`config.mk`:
```
export PLATFORM = sky130hd
export DESIGN_NAME = irq_coalescer
export DESIGN_NICKNAME = d
export VERILOG_FILES = /design/src/rtl/irq_coalescer.sv
export SDC_FILE = /design/constraint.sdc
export NUM_CORES = 1
export LEC_CHECK = 0
export ABC_AREA = 1
export BUFFER_PORTS_ARGS = -buffer_cell sky130_fd_sc_hd__clkbuf_2
export CAP_MARGIN = 20
export CORE_MARGIN = 2
export CORE_UTILIZATION = 45
export DETAILED_ROUTE_END_ITERATION = 10
export PLACE_DENSITY = 0.8
export SLEW_MARGIN = 10
export SYNTH_ARGS = -nofsm -noshare
export SYNTH_HDL_FRONTEND = slang
export SYNTH_SLANG_ARGS = --single-unit
```
`constraint.sdc`:
```
create_clock -name clk -period 4.8 [get_ports clk]
set_clock_uncertainty 0.2 [all_clocks]
set_input_delay 0.24 -clock clk [delete_from_list [all_inputs] [get_ports clk]]
set_output_delay 0.24 -clock clk [all_outputs]
set_load 0.02 [all_outputs]
```
`src/rtl/irq_coalescer.sv`:
```
module irq_coalescer #(
  parameter int PRESCALE = 1024
) (
  input  logic        clk,
  input  logic        rst_n,
  input  logic        reg_we,
  input  logic [31:0] reg_wdata,
  output logic [31:0] reg_rdata,
  input  logic        done_pulse,
  input  logic        done_irq_now,
  output logic        irq_out
);
  localparam int PW = $clog2(PRESCALE);
  localparam logic [PW-1:0] PRE_LAST = PW'(PRESCALE - 1);

  logic          en, status, running, irq_q;
  logic [4:0]    thr, cnt;
  logic [6:0]    tov, tmr;
  logic [PW-1:0] pre;

  wire clr     = reg_we & reg_wdata[16];
  wire batched = done_pulse & ~done_irq_now;
  wire urgent  = done_pulse & done_irq_now;
  wire tick    = running && (pre == PRE_LAST);

  wire [5:0] cnt_inc = {1'b0, cnt} + 6'd1;
  wire [7:0] tmr_inc = {1'b0, tmr} + 8'd1;

  wire cnt_hit = batched && (thr != 5'd0) && (cnt_inc >= {1'b0, thr});
  wire tmr_hit = tick && (tov != 7'd0) && (tmr_inc >= {1'b0, tov});
  wire fire    = en && !clr && (cnt_hit || tmr_hit);
  wire flush   = clr || !en || fire;

  always_ff @(posedge clk) begin
    if (!rst_n) begin
      en  <= 1'b0;
      thr <= '0;
      tov <= '0;
    end else if (reg_we) begin
      en <= reg_wdata[31];
      if (reg_wdata[15]) thr <= reg_wdata[12:8];
      if (reg_wdata[7])  tov <= reg_wdata[6:0];
    end
  end

  always_ff @(posedge clk) begin
    if (!rst_n)      status <= 1'b0;
    else if (clr)    status <= 1'b0;
    else if (batched) status <= 1'b1;
  end

  always_ff @(posedge clk) begin
    if (!rst_n || flush) begin
      cnt     <= '0;
      tmr     <= '0;
      pre     <= '0;
      running <= 1'b0;
    end else begin
      if (batched && cnt != 5'd31) cnt <= cnt_inc[4:0];
      if (running) begin
        pre <= tick ? '0 : pre + 1'b1;
        if (tick && tmr != 7'd127) tmr <= tmr_inc[6:0];
      end
      if (batched) running <= 1'b1;
    end
  end

  always_ff @(posedge clk) begin
    if (!rst_n) irq_q <= 1'b0;
    else        irq_q <= fire || urgent;
  end

  assign irq_out   = irq_q;
  assign reg_rdata = {en, 10'd0, status, 7'd0, thr, 1'b0, tov};

  assert_disabled_quiet_R1: assert property (@(posedge clk) disable iff (!rst_n)
    !en && !urgent |=> !irq_out);
  assert_disabled_idle_R1: assert property (@(posedge clk) disable iff (!rst_n)
    !en |=> cnt == 5'd0 && !running);
  assert_clear_cmd_R3: assert property (@(posedge clk) disable iff (!rst_n)
    clr |=> cnt == 5'd0 && tmr == 7'd0 && !running && !status);
  assert_thr_gated_R4: assert property (@(posedge clk) disable iff (!rst_n)
    !(reg_we && reg_wdata[15]) |=> $stable(thr));
  assert_tov_gated_R5: assert property (@(posedge clk) disable iff (!rst_n)
    !(reg_we && reg_wdata[7]) |=> $stable(tov));
  assert_fresh_batch_R8: assert property (@(posedge clk) disable iff (!rst_n)
    fire |=> cnt == 5'd0 && tmr == 7'd0 && !running && pre == '0);
  assert_urgent_pass_R9: assert property (@(posedge clk) disable iff (!rst_n)
    urgent |=> irq_out);
  assert_urgent_no_count_R9: assert property (@(posedge clk) disable iff (!rst_n)
    urgent && en && !clr && !tmr_hit |=> $stable(cnt));
endmodule

```
=== Yosys cells after proc, flatten, opt, wreduce, memory -nomap -nowiden ===
Index checks and enable logic that the tools add are counted.

* Register bits after elaboration: 38
* Input port bits: 37
* Output and inout port bits: 33

* Reductions and logical operators: 23
* Equality and inequality tests: 3
* Mux-type cells: 1
* Bitwise logic cells: 5
* $add $sub $neg: 3
* Order comparisons: 2

{| class="wikitable"
|+ Operator list
! kind !! number
|-
| 10-bit by 1-bit adder with 10-bit output, second input constant || 1
|-
| 10-bit equality test, second input constant || 1
|-
| 10-bit 2-to-1 mux || 1
|-
| 1-bit logical AND || 9
|-
| 7-bit by 1-bit adder with 8-bit output, second input constant || 1
|-
| 8-bit by 7-bit greater-or-equal comparator with 1-bit output || 1
|-
| 7-bit inequality test, second input constant || 1
|-
| 7-bit nonzero test || 1
|-
| 5-bit by 1-bit adder with 6-bit output, second input constant || 1
|-
| 6-bit by 5-bit greater-or-equal comparator with 1-bit output || 1
|-
| 2-bit AND reduction || 3
|-
| 1-bit logical OR || 5
|-
| 5-bit inequality test, second input constant || 1
|-
| 5-bit nonzero test || 1
|-
| 1-bit bitwise AND || 3
|-
| 1-bit logical NOT || 3
|-
| 1-bit inverter || 2
|-
| 2-bit OR reduction || 1
|}

=== Depth between registers and ports, before layout ===
* Depth in word-level cells: 8
* Gate-level depth with buffers: 15

=== Worst setup path after synthesis ===
Ideal clock, no wire load.

* Path kind: register to register
* Start: register tmr[0]
* End: register tmr[5]
* Slack: 2.592 ns
* Clock period less this slack: 2.208 ns
* Library setup time: 0.062 ns
* Arrival time: 1.946 ns
* Required time: 4.538 ns
* Stages on the path, launching flop included: 15
* Cell sequence: dfxtp_1 ha_1 nand4_1 nor2_2 xnor2_1 inv_1 ha_1 nand2_1 nand2_1 nor2_1 nand2_1 nand2_2 nand3_4 buf_12 nor2_2

* Word-level cells in the longest chain between the ends: 7
* Elaborated cells between the ends (all ways): 10
* Classes of those cells: add/sub: 1; order compare: 1; eq/ne: 1; reduce/logical: 7

{| class="wikitable"
|+ Ends and longest elaborated chain
! what !! RTL line !! text
|-
| from (decl) || 18 || <nowiki>logic [6:0] tov, tmr;</nowiki>
|-
| from (signal assigned) || 62 || <nowiki>if (tick && tmr != 7'd127) tmr <= tmr_inc[6:0];</nowiki>
|-
| 7-bit by 1-bit adder with 8-bit output || 27 || <nowiki>wire [7:0] tmr_inc = {1'b0, tmr} + 8'd1;</nowiki>
|-
| named net tmr_inc[6] || 27 ||
|-
| 8-bit by 7-bit greater-or-equal comparator with 1-bit output || 30 || <nowiki>wire tmr_hit = tick && (tov != 7'd0) && (tmr_inc >= {1'b0, tov});</nowiki>
|-
| 1-bit logical AND || 30 ||
|-
| 1-bit logical OR || 31 || <nowiki>wire fire = en && !clr && (cnt_hit || tmr_hit);</nowiki>
|-
| 1-bit logical AND || 31 ||
|-
| 1-bit logical OR || 32 || <nowiki>wire flush = clr || !en || fire;</nowiki>
|-
| 1-bit logical OR || 53 || <nowiki>if (!rst_n || flush) begin</nowiki>
|}

The timed path passes the listed nets, and every way through them passes these cells.
A chain may end at the register's enable or synchronous reset.

=== Final worst setup path ===
* Start: register tmr[0]
* End: register tmr[4]

Same word-level chain as after synthesis.

==> run summary <==
status -> finished, final reports clean
GRT Total Usage -> 16.6%
critical path required time -> 4.81 ns
Final Wtd Congestion -> 0.855
post-synthesis mux area share -> 0%
synthesized area per cell -> 7.45 um^2
critical path launch point type -> flip-flop
global-route wire length before repair -> 7320 um
vias per cell -> 4.57
Arrival @ worst endpoint -> 2.56 ns
clock sink count -> 38
CTS Hold Bufs -> 4
max-slew violation count -> 0
Final Hold Viols -> 0
post-cts resize count -> 0
initial core utilization -> 47.4%
global route overflow -> 0
clk_lat worst skew -> 0.28 ns
FFs w/ async S/R, synth -> 0%
CTS tree -> yes
synth cell count leaders -> nand2_1, inv_1, dfxtp_1
cts bufs inserted -> 5
DP HPWL -> 3040 um
CTS root buf -> clkbuf_8
Area growth syn-to-layout -> 10.9%
Synth top area share -> 33.4%
io pins -> 70
Worst Setup End Kind -> flip-flop
clock buffer depth -> 2
# DRC -> 0
most common cell in the synthesized netlist -> nand2_1
main combinational cell family by area after synthesis -> simple AND/OR/NAND/NOR gates
XOR/XNOR Fraction of Synth Area -> 4.22%
Post-Syn Instances -> 306
fill count -> 483
Compound-Gate Fraction of Synth Area -> 9.71%
Post-Synth Simple-Gate Area -> 27.6%
synth unique cells -> 28
PwrDens -> 248 mW/mm^2
fmax -> 392 MHz
diode count -> 0
reported max-cap violation count -> 0
DR iter-0 viols -> 112
final core utilization -> 52.5%
vias in the first global route -> 1822
core area -> 0.00482 mm^2
Setup CP Type -> flip-flop to flip-flop
number of setup buffers added after CTS -> 0
chip width -> 75.2 um
Hold/Removal Path Class -> input port to flip-flop
Peak VDD IR -> 0.000201 V
Post-DRT Antenna Nets -> 0
FP Rows -> 25
crit-path max FO -> 23
router iterations before antenna repair -> 4
Setup Total Neg Slack -> 0 ns
Final nets -> 398
Clock transition at path regs -> 0.07 ns
die area -> 0.00565 mm^2
port bufs -> 35
Leak Pwr -> 1.20 nW
Cell Area, Synth -> 0.00228 mm^2
via count -> 1878
flops & latches, synth -> 38
Post-Synth Adder-Cell Area -> 8.78%
CTS H-tree lvls -> 2
largest net degree at the start of global routing -> 24
leading area contributor after synthesis -> dfxtp_1
share of cells above drive strength 1 -> 23.3%
post-DR wirelength/cell -> 9.83 um
top cells by area, synth -> dfxtp_1, nand2_1, ha_1
top_reg_cell synth -> dfxtp_1
WL final -> 4040 um
Final Critical Period -> 2.55 ns
RSZ-0062 raised after global routing -> false
sequential area share after synthesis -> 33.4%
die height -> 75.2 um
Ys Warns -> 0
Post-synth EDFFs -> 0
initial antenna violation count -> 0
final setup vio count -> 0
crit share post-route -> 53.1%
-- worst max-delay path, cell delays in order (launching register included) --
cell	delay, ns
dfxtp_1	0.39
ha_1	0.23
nand4_1	0.15
nor2_2	0.16
xnor2_1	0.13
inv_1	0.06
ha_1	0.28
nand2_1	0.07
nand2_1	0.05
nor2_1	0.09
nand2_1	0.07
nand2_2	0.09
nand3_4	0.31
nor2_2	0.19
-- kinds of logic after synthesis --
kind of cell / Yosys count
other cells: 1
fa+ha+maj: 16
xor+xnor: 11
compound gates: 43
buf+inv: 69
simple gates: 128
flops: 38
-- metal layers --
layer | track usage (%) | part of all wire, % | wire length [um]
met1 | 18.6 | 45 | 1800
met2 | 30.8 | 51 | 2060
met3 | 4.42 | 3.4 | 138
met4 | 4.87 | 1.0 | 41
met5 | 0 | 0 | 0
-- where the power goes --
group | total (W) | switching (W) | internal, W
clock | 0.000212 | 0.000101 | 0.000111
combinational | 0.0000856 | 0.0000578 | 0.0000277
sequential | 0.000329 | 0.00000541 | 0.000324
-- path summary, 6_finish.rpt --
check,depth (start not counted),from,slack [ns],to
worst max-delay path,13,tmr[0],2.25,tmr[4]
worst min-delay path,3,reg_wdata[8],0.01,thr[0]
worst max register to register,13,tmr[0],2.25,tmr[4]
worst min register to register,2,thr[1],0.30,thr[1]
-- state kept, by name (all words and copies together), names as in the netlist --
name     cells
cnt          5
en           1
thr          5
pre         10
status       1
tmr          7
running      1
irq_out      1
tov          7
-- cell usage in the layout (no fill, tap or decap), drive strengths merged --
cell and n:
o21ai 21, nand2 62, clkinv 1, a21oi 20, xnor2 5, a22oi 1, nor2 46, dlygate4sd3 4
inv 44, dfxtp 38, nor3 3, a31o 1, and3 2, conb 18, or2 1, xor2 6
ha 16, nand4 3, clkbuf 41, nand3 11
-- cell type report --
type                            instances  area [um^2]  area share [%]
Sequential cell                        38          761            30.1
Clock buffer                            6         82.6            3.27
Tap cell                               67         83.8            3.32
Multi-Input combinational cell        216         1220            48.1
Timing Repair Buffer                   39          215            8.51
Inverter                               45          170            6.73
-- per-stage QoR --
stage | std cells | hold WS (ns) | setup WS (ns) | total power (W) | instance area [um^2]
global placement | 401 | 0.243 | 2.28 | 0.000417 | 2410
floorplan | 323 | 0.129 | 2.59 | 0.000410 | 2340
finish | 411 | 0.0125 | 2.25 | 0.000627 | 2530
CTS | 411 | 0.0122 | 2.21 | 0.000632 | 2530
detailed placement | 401 | 0.248 | 2.25 | 0.000418 | 2410
global route | 411 | 0.0296 | 1.98 | 0.000659 | 2530
No activity file was read; power rests on OpenSTA's default activity.
